`src/rtl/frameSplitPkg.sv`:
```
package frameSplitPkg;
  localparam int SYM_W = 8;
  localparam int DW_SYMS = 4;

  // strobes from the scan control to the word datapath
  typedef struct packed {
    logic loadWord;
  } dpStrobeT;
endpackage

```
`src/rtl/frameSplitData.sv`:
```
module frameSplitData
  import frameSplitPkg::*;
#(
  parameter int LANES = 16,
  parameter int SPL = 2,
  parameter int LEN_W = 11,
  parameter logic [3:0] MARKER = 4'hF,
  localparam int NSYM = LANES * SPL,
  localparam int W = NSYM * SYM_W,
  localparam int NDW = NSYM / DW_SYMS
) (
  input  logic clk,
  input  logic rstN,
  input  dpStrobeT strobe,
  input  logic [W-1:0] inData,
  input  logic [NDW-1:0] segMask,
  output logic [W-1:0] outData,
  output logic [NSYM-1:0] outKeep,
  output logic [NDW-1:0] slotZero,
  output logic [NDW-1:0] slotTok,
  output logic [NDW-1:0][LEN_W-1:0] slotLen
);
  logic [W-1:0] holdWord;
  logic [W-1:0] symWord;

  always_ff @(posedge clk or negedge rstN) begin
    if (!rstN) holdWord <= '0;
    else if (strobe.loadWord) holdWord <= inData;
  end

  // lane-major input to symbol-time-major order
  for (genvar k = 0; k < NSYM; k++) begin : g_sym
    localparam int LANE = k % LANES;
    localparam int TIME = k / LANES;
    assign symWord[k*SYM_W +: SYM_W] = holdWord[(LANE*SPL + TIME)*SYM_W +: SYM_W];
  end

  for (genvar j = 0; j < NDW; j++) begin : g_slot
    localparam int B = j * DW_SYMS * SYM_W;
    assign slotZero[j] = (symWord[B +: DW_SYMS*SYM_W] == '0);
    assign slotTok[j]  = (symWord[B+4 +: 4] == MARKER);
    assign slotLen[j]  = {symWord[B +: LEN_W-SYM_W], symWord[B+SYM_W +: SYM_W]};
    assign outKeep[j*DW_SYMS +: DW_SYMS] = {DW_SYMS{segMask[j]}};
  end

  assign outData = symWord;
endmodule

```
`src/rtl/frameSplitCtrl.sv`:
```
module frameSplitCtrl
  import frameSplitPkg::*;
#(
  parameter int NDW = 8,
  parameter int LEN_W = 11,
  parameter int MIN_LEN = 5,
  localparam int PW = $clog2(NDW + 1),
  localparam int CW = LEN_W + 1
) (
  input  logic clk,
  input  logic rstN,
  input  logic inValid,
  output logic inReady,
  input  logic outReady,
  input  logic [NDW-1:0] slotZero,
  input  logic [NDW-1:0] slotTok,
  input  logic [NDW-1:0][LEN_W-1:0] slotLen,
  output dpStrobeT strobe,
  output logic [NDW-1:0] segMask,
  output logic outValid,
  output logic outStart,
  output logic outEnd,
  output logic errPulse
);
  logic holdValid, inPkt;
  logic [PW-1:0] ptr, nextPtr, segLo, firstIdx;
  logic [LEN_W-1:0] rem, nextRem;
  logic [CW-1:0] len, room, cnt;
  logic seg, isStart, isEnd, err, firstFound, restIdle, nextInPkt;
  logic advance, done, load;

  always_comb begin
    firstFound = 1'b0;
    firstIdx = '0;
    for (int j = NDW - 1; j >= 0; j--) begin
      if (j >= int'(ptr) && !slotZero[j]) begin
        firstFound = 1'b1;
        firstIdx = PW'(j);
      end
    end
    seg = 1'b0; isStart = 1'b0; isEnd = 1'b0; err = 1'b0;
    segLo = ptr; len = {1'b0, rem}; cnt = '0;
    nextPtr = ptr; nextRem = rem; nextInPkt = inPkt;
    if (inPkt) begin
      seg = 1'b1;
    end else if (firstFound) begin
      if (slotTok[firstIdx] && slotLen[firstIdx] >= LEN_W'(MIN_LEN)) begin
        seg = 1'b1;
        isStart = 1'b1;
        segLo = firstIdx;
        len = {1'b0, slotLen[firstIdx]};
      end else begin
        err = 1'b1;
        nextPtr = firstIdx + PW'(1);
      end
    end else begin
      nextPtr = PW'(NDW);
    end
    room = CW'(NDW) - CW'(segLo);
    if (seg) begin
      isEnd = (len <= room);
      cnt = isEnd ? len : room;
      nextPtr = segLo + PW'(cnt);
      nextRem = LEN_W'(len - cnt);
      nextInPkt = !isEnd;
    end
    for (int j = 0; j < NDW; j++)
      segMask[j] = seg && (j >= int'(segLo)) && (j < int'(segLo) + int'(cnt));
    restIdle = 1'b1;
    for (int j = 0; j < NDW; j++)
      if (j >= int'(nextPtr) && !slotZero[j]) restIdle = 1'b0;
  end

  assign advance = holdValid && (!seg || outReady);
  assign done = advance && (nextPtr == PW'(NDW) || (restIdle && !nextInPkt));
  assign inReady = !holdValid || done;
  assign load = inValid && inReady;
  assign strobe.loadWord = load;
  assign outValid = holdValid && seg;
  assign outStart = isStart;
  assign outEnd = isEnd;
  assign errPulse = holdValid && err;

  always_ff @(posedge clk or negedge rstN) begin
    if (!rstN) begin
      holdValid <= 1'b0;
      ptr <= '0;
      inPkt <= 1'b0;
      rem <= '0;
    end else begin
      if (advance) begin
        ptr <= nextPtr;
        inPkt <= nextInPkt;
        rem <= nextRem;
      end
      if (load) begin
        holdValid <= 1'b1;
        ptr <= '0;
      end else if (done) begin
        holdValid <= 1'b0;
      end
    end
  end

  // expected framing of the next beat, for the alternation check
  logic expStartQ;
  always_ff @(posedge clk or negedge rstN) begin
    if (!rstN) expStartQ <= 1'b1;
    else if (outValid && outReady) expStartQ <= outEnd;
  end


  start_end_pair_chk: assert property (@(posedge clk) disable iff (!rstN)
    outValid |-> (outStart == expStartQ));

  stall_hold_chk: assert property (@(posedge clk) disable iff (!rstN)
    outValid && !outReady |=> outValid && $stable(segMask) && $stable(outStart) && $stable(outEnd));

  err_no_beat_chk: assert property (@(posedge clk) disable iff (!rstN)
    errPulse |-> !outValid);

  keep_nonempty_chk: assert property (@(posedge clk) disable iff (!rstN)
    outValid |-> segMask != '0);

  pkt_rem_chk: assert property (@(posedge clk) disable iff (!rstN)
    inPkt |-> rem != '0);
endmodule

```
`src/rtl/frameSplit.sv`:
```
module frameSplit
  import frameSplitPkg::*;
#(
  parameter int LANES = 16,
  parameter int SYM_PER_LANE = 2,
  parameter int LEN_W = 11,
  parameter logic [3:0] MARKER = 4'hF,
  parameter int MIN_LEN = 5,
  localparam int NSYM = LANES * SYM_PER_LANE,
  localparam int W = NSYM * SYM_W,
  localparam int NDW = NSYM / DW_SYMS
) (
  input  logic clk,
  input  logic rstN,
  input  logic inValid,
  output logic inReady,
  input  logic [W-1:0] inData,
  output logic outValid,
  input  logic outReady,
  output logic [W-1:0] outData,
  output logic [NSYM-1:0] outKeep,
  output logic outStart,
  output logic outEnd,
  output logic errPulse
);
  dpStrobeT strobe;
  logic [NDW-1:0] segMask, slotZero, slotTok;
  logic [NDW-1:0][LEN_W-1:0] slotLen;

  frameSplitData #(.LANES(LANES), .SPL(SYM_PER_LANE), .LEN_W(LEN_W), .MARKER(MARKER)) i_data (
    .clk(clk), .rstN(rstN), .strobe(strobe), .inData(inData), .segMask(segMask),
    .outData(outData), .outKeep(outKeep), .slotZero(slotZero), .slotTok(slotTok),
    .slotLen(slotLen)
  );

  frameSplitCtrl #(.NDW(NDW), .LEN_W(LEN_W), .MIN_LEN(MIN_LEN)) i_ctrl (
    .clk(clk), .rstN(rstN), .inValid(inValid), .inReady(inReady), .outReady(outReady),
    .slotZero(slotZero), .slotTok(slotTok), .slotLen(slotLen), .strobe(strobe),
    .segMask(segMask), .outValid(outValid), .outStart(outStart), .outEnd(outEnd),
    .errPulse(errPulse)
  );


  stall_data_chk: assert property (@(posedge clk) disable iff (!rstN)
    outValid && !outReady |=> $stable(outData) && $stable(outKeep));
endmodule

```
`config.mk`:
```
export PLATFORM = sky130hd
export DESIGN_NAME = frameSplit
export DESIGN_NICKNAME = d
export VERILOG_FILES = /design/src/rtl/frameSplitPkg.sv /design/src/rtl/frameSplitData.sv /design/src/rtl/frameSplitCtrl.sv /design/src/rtl/frameSplit.sv
export SDC_FILE = /design/constraint.sdc
export NUM_CORES = 1
export LEC_CHECK = 0
export BUFFER_PORTS_ARGS = -buffer_cell sky130_fd_sc_hd__buf_4
export CAP_MARGIN = 20
export CORE_AREA = 5 5 213 215
export DETAILED_ROUTE_END_ITERATION = 8
export DIE_AREA = 0 0 218 220
export PLACE_DENSITY_LB_ADDON = 0.05
export SLEW_MARGIN = 40
export SYNTH_ARGS = -nofsm -noshare
export SYNTH_HDL_FRONTEND = slang
export SYNTH_SLANG_ARGS = --single-unit
```
`constraint.sdc`:
```
create_clock -name clk -period 26.1 [get_ports clk]
set_input_delay 5.22 -clock clk [delete_from_list [all_inputs] [get_ports clk]]
set_output_delay 5.22 -clock clk [all_outputs]
set_load 0.005 [all_outputs]
```
==> metrics.md, run 1 <==
| Metric | Value |
|---|---|
| Status | `finished clean` |
| Final hold slack | `0.5121 ns` |
| Post-Synthesis Net Count | `1505` |
| DR DRC count | `0` |
| Area Overhead vs Synth | `38.10%` |
| First-pass GRT wire length | `88.58 mm` |
| Largest fanout on the critical path | `21` |
| Placer Congestion | `0.9451` |
| Critical Path RT | `20.88 ns` |
| Unique masters post-synth | `83` |
| Worst skew pair latency | `0.54 ns` |
| Fin nets | `2027` |
| RSZ-0062 raised after global routing | `no` |
| Fraction of registers with async set/reset | `100.0%` |
| Post-synth EDFFs | `0` |
| Routed Antenna Nets | `0` |
| Synth Flop Type | `dfrtp_1` |
| Syn avg cell area | `11.90 um2` |
| Ys Warns | `0` |
| Period utilization | `67.34%` |
| Final setup fails | `0` |
| Core Area | `43550 um2` |
| Io pins | `553` |
| Crit path top cell by count | `o21a_1` |
| Initial antenna violation count | `1` |
| Clk slew on worst S/H paths | `0.05 ns` |
| Clock tree sinks | `273` |
| Seq cells post-synth | `273` |
| Routed vias/inst | `5.268` |
| Hold Buf Count CTS | `0` |
| Share of post-route cells with drive strength above 1 | `40.48%` |
| Pin count of the biggest net entering global routing | `96` |
| Kind of critical path | `reg2out` |
| HP Class | `reg2reg` |
| Slew Limit Fails | `0` |
| Vias in the first global route | `12890` |
| Max Cap Viol | `0` |
| CP Data Arrival Time | `12.36 ns` |
| I/O Buffers | `552` |
| Row cnt | `77` |
| Final TNS setup | `0 ns` |
| Post-synthesis instance total | `1211` |
| Sequential-to-total area share from yosys stat | `47.39%` |
| Post_cts resized | `0` |
| Gr usage total | `24.73%` |
| Fin. Hold Viols | `0` |
| CP max stage delay | `0.60 ns` |
| Setup WS pre-CTS | `8.771 ns` |
| H-tree depth | `2` |
| CTS Buffer Depth | `3` |
| Starting density of the core | `33.10%` |
| Placed cell area | `18800 um2` |
| Rel. slew slack | `39.31%` |
| Peak Freq | `56.90 MHz` |
| Worst setup SP type | `flip-flop` |
| Die H | `220 um` |
| Number of iterations in the first detailed-routing pass | `5` |
| Fin crit period | `17.58 ns` |
| Die Footprint | `47960 um2` |
| Worst Skew | `0.02110 ns` |
| DIE WIDTH | `218 um` |
| Post-Route WL | `60.99 mm` |
| Post-CTS Setup Repair Bufs | `0` |
| Nature of the critical path endpoint | `output pin` |
| Grt ovf | `0` |
| Post-DR wirelength/cell | `25.99 um` |
| Root Driver | `clkbuf_16` |
| Initial DRC Count | `738` |
| CP max-delay cell | `o211a_1` |
| DP HPWL | `49.74 mm` |
| Design Area, Final | `19910 um2` |
| Worst Max-Slew Pin Slew | `0.9021 ns` |
| Final worst slack | `8.524 ns` |
| TritonCTS Buffers | `35` |
| Vias | `12360` |
| Synth Cell Area | `14420 um2` |
| CTS tree | `built` |
final cells by class:
cell class	instances	area (um2)
fill	4267	23640
sequential	273	6832
multi-input combinational	817	6784
timing repair buffer	567	4324
clock buffer	52	999.7
tap	592	740.7
inverter	39	147.6
clock inverter	6	76.32
antenna	1	2.502
layout by cell type, fill, tap and decap left out, types with 9 or more instances in the layout:
| cell type | Yosys | final |
|---|---|---|
| buf_4 | 33 | 559 |
| dfrtp_1 | 273 | 273 |
| mux2_1 | 164 | 164 |
| mux2_2 | 67 | 67 |
| nor4_1 | 64 | 64 |
| nand2_1 | 48 | 48 |
| mux2i_1 | 41 | 41 |
| nor2_1 | 39 | 39 |
| a21oi_1 | 37 | 37 |
| clkbuf_16 | 0 | 35 |
| inv_1 | 34 | 34 |
| a22o_1 | 33 | 33 |
| ha_1 | 31 | 31 |
| o21ai_0 | 29 | 28 |
| nand3_1 | 25 | 25 |
| nand4_1 | 22 | 22 |
| o211ai_1 | 19 | 19 |
| a21o_1 | 17 | 17 |
| o21a_1 | 13 | 13 |
| xnor2_1 | 11 | 11 |
| clkbuf_1 | 15 | 11 |
| a211oi_1 | 9 | 9 |
| nor3_1 | 9 | 9 |
cells by family (layout without fill, tap and decap cells):
group           count (synthesis)  in the layout  share of synthesized area [%]
mux                           274            274                          21.08
flops                         273            273                          47.39
simple gates                  261            261                          9.904
compound gates                233            233                          12.00
buf+inv                       121            664                          5.598
fa+ha+maj                      34             34                          3.107
xor+xnor                       15             15                         0.9113
other cells                     0              1                              0
path summary, 6_finish.rpt:
path | depth (start not counted) | to | startpoint | slack (ns)
max | 42 | outKeep[10] | i_data.holdWord[125] | 8.52
min | 1 | i_ctrl.rem[2] | i_ctrl.rem[2] | 0.51
max reg2reg | 43 | i_data.holdWord[4] | i_data.holdWord[125] | 11.84
min reg2reg | 1 | i_ctrl.rem[2] | i_ctrl.rem[2] | 0.51
max in group asynchronous | 3 | i_ctrl.rem[3] | rstN | 20.09
min in group asynchronous | 1 | i_data.holdWord[185] | rstN | 4.52
flip-flops by register name, summed over array words and instances (netlist names):
signal and flops:
i_data.holdWord 256, i_ctrl.ptr 4, i_ctrl.rem 11, i_ctrl.holdValid 1
i_ctrl.inPkt 1
cell usage after synthesis, types with 8 or more instances:
master / number / area share, %
buf_2: 11 / 0.38
nand4_1: 22 / 0.95
ha_1: 31 / 2.7
clkbuf_1: 15 / 0.39
nand3_1: 25 / 0.87
xnor2_1: 11 / 0.67
nand2_1: 48 / 1.2
buf_8: 11 / 1.1
nor4_1: 64 / 2.8
and2_1: 9 / 0.39
a21oi_1: 37 / 1.3
o21a_1: 13 / 0.68
mux2_1: 164 / 13
buf_6: 12 / 0.94
o21ai_0: 29 / 1.0
buf_4: 33 / 1.7
nor2_1: 39 / 1.0
dfrtp_1: 273 / 47
inv_1: 34 / 0.89
mux2i_1: 41 / 2.8
o211ai_1: 19 / 0.99
mux2_2: 67 / 5.2
a22o_1: 33 / 2.0
a21o_1: 17 / 0.89
a211oi_1: 9 / 0.47
nor2b_1: 8 / 0.35
nor3_1: 9 / 0.31
critical path, delay by kind of cell (launching register included):
kind / cells / cell delay [ns]
mux: 4 / 1.11
buf+inv: 7 / 1.47
simple gates: 7 / 1.74
fa+ha+maj: 4 / 1.21
compound gates: 20 / 5.84
flops: 1 / 0.39
per-stage QoR:
| stage | utilization, % | std cells |
|---|---|---|
| after detailed placement | 43.16 | 2287 |
| final | 45.71 | 2347 |
| after floorplan | - | 1211 |
| after global routing | 45.71 | 2346 |
| after CTS | 45.63 | 2345 |
| after global placement | 43.04 | 2285 |
metal layers:
metal | global-route usage, % | routed length (um)
met3 | 7.020 | 4733
met5 | 0 | 15
met2 | 42.76 | 30300
met1 | 30.60 | 24520
met4 | 6.238 | 1417
Power of run 1 is not shown: default switching activity piles up to over one toggle a cycle in this logic, so the estimate is an artifact.
==> run 2, diff against run 1 <==
--- a/config.mk
+++ b/config.mk
@@ -7,9 +7,9 @@
 export LEC_CHECK = 0
 export BUFFER_PORTS_ARGS = -buffer_cell sky130_fd_sc_hd__buf_4
 export CAP_MARGIN = 20
-export CORE_AREA = 5 5 213 215
+export CORE_AREA = 5 5 214 216
 export DETAILED_ROUTE_END_ITERATION = 8
-export DIE_AREA = 0 0 218 220
+export DIE_AREA = 0 0 219 221
 export PLACE_DENSITY_LB_ADDON = 0.05
 export SLEW_MARGIN = 40
 export SYNTH_ARGS = -nofsm -noshare
==> constraint.sdc (replaced) <==
create_clock -name clk -period 14.55 [get_ports clk]
set_input_delay 2.91 -clock clk [delete_from_list [all_inputs] [get_ports clk]]
set_output_delay 2.91 -clock clk [all_outputs]
set_load 0.005 [all_outputs]
==> run 2 against run 1 <==
Net effect: non-clock buffer count increased by 10; final area increased by 0.89%; clock skew decreased by 0.0016 ns; routed wire length increased by 2.3%; final cell count increased by 0.55%; sequential share of layout area decreased by 0.30 points; worst setup slack got worse by 7.8 ns; core utilization increased by 0.20 points; clock-buffer cell count decreased by 2; flip-flop and latch count unchanged; critical path type unchanged.
==> metrics.md, run 2 (synthesis gave the netlist of run 1 again) <==
| Metric | Value |
|---|---|
| Status | `finished clean` |
| Critical R2R Launch | `i_data.holdWord[160]` |
| Largest fanout on the critical path | `17 (-19%)` |
| H-tree depth | `2 (unchanged)` |
| Kind of critical path | `reg2out` |
| Largest registers | `i_data.holdWord: 256 flops, i_ctrl.rem: 11 flops, i_ctrl.ptr: 4 flops` |
| First-pass GRT wire length | `90.61 mm (+2.3%)` |
| Row cnt | `77 (unchanged)` |
| Clock tree sinks | `273 (unchanged)` |
| Worst Skew | `0.01952 ns (-0.001581 ns)` |
| Peak Freq | `72.48 MHz` |
| RSZ-0062 raised after global routing | `no` |
| Final TNS setup | `0 ns (unchanged)` |
| CP Data Arrival Time | `10.89 ns (-1.47 ns)` |
| Slew Limit Fails | `0 (unchanged)` |
| Die H | `221 um (+0.45%)` |
| Fin. Hold Viols | `0 (unchanged)` |
| Number of iterations in the first detailed-routing pass | `5 (unchanged)` |
| Period utilization | `94.83%` |
| Hold_sp | `i_ctrl.rem[2]` |
| Initial antenna violation count | `1 (unchanged)` |
| Routed vias/inst | `5.289 (+0.39%)` |
| Share of post-route cells with drive strength above 1 | `41.31% (+0.83 points)` |
| CP max stage delay | `0.58 ns (-0.02 ns)` |
| Placer Congestion | `0.9632 (+1.9%)` |
| Post-DR wirelength/cell | `26.45 um (+1.8%)` |
| Fin crit period | `13.80 ns` |
| Worst skew pair latency | `0.55 ns (about the same)` |
| Vias in the first global route | `13030 (+1.1%)` |
| HP Class | `reg2reg` |
| Gr usage total | `24.98% (+0.26 points)` |
| Root Driver | `clkbuf_16` |
| CTS tree | `built` |
| Most common cell after layout, fill and taps aside | `buf_4` |
| Largest Register | `i_data.holdWord` |
| Area Overhead vs Synth | `39.33%` |
| Starting density of the core | `32.96% (-0.15 points)` |
| Initial DRC Count | `671 (-9.1%)` |
| Fin nets | `2036 (+0.44%)` |
| # fillers | `4263 (-0.094%)` |
| Worst setup SP type | `flip-flop` |
| Crit path top cell by count | `o21a_1` |
| Critical Path RT | `11.64 ns (-9.24 ns)` |
| TritonCTS Buffers | `34 (-2.9%)` |
| DIE WIDTH | `219 um (+0.46%)` |
| Post-Route WL | `62.41 mm (+2.3%)` |
| Vias | `12480 (+0.95%)` |
| Io pins | `553 (unchanged)` |
| Nature of the critical path endpoint | `output pin` |
| CP max-delay cell | `a2111oi_4` |
| Die Footprint | `48400 um2 (+0.92%)` |
| Max Cap Viol | `0 (unchanged)` |
| I/O Buffers | `552 (unchanged)` |
| CP Launch Point | `i_data.holdWord[160]` |
| Grt ovf | `0 (unchanged)` |
| CTS Buffer Depth | `3 (unchanged)` |
| Final setup fails | `0 (unchanged)` |
| Rel. slew slack | `49.26% (+10 points)` |
| Clk slew on worst S/H paths | `0.06 ns (about the same)` |
| Core Area | `43740 um2 (+0.44%)` |
| Commonest non-fill, non-tap cells in the layout | `567 x buf_4, 273 x dfrtp_1, 164 x mux2_1` |
| DP HPWL | `50.38 mm (+1.3%)` |
| DR DRC count | `0 (unchanged)` |
| Routed Antenna Nets | `0 (unchanged)` |
| Worst Max-Slew Pin Slew | `0.7610 ns (-0.1410 ns)` |
| Max reg flops | `256 (unchanged)` |
| Pin count of the biggest net entering global routing | `93 (-3.1%)` |
-- run 2: critical path, delay by kind of cell (launching register included) --
| family | cells | cell delay (ns) |
|---|---|---|
| adders and majority gates | 4 | 1.15 |
| and+or+nand+nor | 9 | 2.18 |
| DFF | 1 | 0.40 |
| buffers and inverters | 6 | 1.07 |
| muxes | 3 | 0.98 |
| AOI/OAI and AO/OA | 19 | 4.56 |
-- run 2: final cells by class --
type | instances | area [um2] | share of cell area [%]
multi-input combinational | 817 | 6852 | 34.11
sequential | 273 | 6832 | 34.01
timing repair buffer | 577 | 4433 | 22.07
clock buffer | 50 | 972.2 | 4.841
tap | 592 | 740.7 | 3.688
inverter | 39 | 150.1 | 0.7476
clock inverter | 11 | 102.6 | 0.5108
antenna | 1 | 2.502 | 0.01246
-- run 2: worst paths after layout --
path | endpoint | slack (ns) | cells past startpoint
max | outKeep[10] | 0.75 | 41
min | i_ctrl.rem[2] | 0.51 | 1
max reg2reg | i_data.holdWord[190] | 3.04 | 43
min reg2reg | i_ctrl.rem[2] | 0.51 | 1
max in group asynchronous | i_data.holdWord[4] | 11.07 | 3
min in group asynchronous | i_data.holdWord[236] | 2.24 | 1
-- run 2: metrics by stage --
stage | instances | hold slack (ns) | cell area (um2) | setup slack (ns) | utilization [%]
final | 2360 | 0.5107 | 20080 | 0.7523 | 45.92
after global routing | 2359 | 0.5355 | 20080 | 0.002875 | 45.91
after global placement | 2292 | 0.4894 | 18830 | 0.7484 | 43.05
after detailed placement | 2294 | 0.4994 | 18880 | 0.5303 | 43.16
after CTS | 2356 | 0.5142 | 19970 | 0.09646 | 45.65
after floorplan | 1211 | 0.4753 | 14420 | 2.356 | -
-- run 2: repair_timing --
action / CTS / global route
setup buffers: 1 / 2
pin swaps: 1 / 1
endpoints found under the setup margin: 32 / 33
hold buffers: 0 / 0
resized for setup: 1 / 11
-- run 2: routing by layer --
metal / GRT usage [%] / share of wire, %
met1: 31.34 / 41
met2: 42.91 / 50
met3: 6.766 / 7.2
met4: 5.956 / 2.0
met5: 0 / 0.032
Power of run 2 is left out for the same reason.
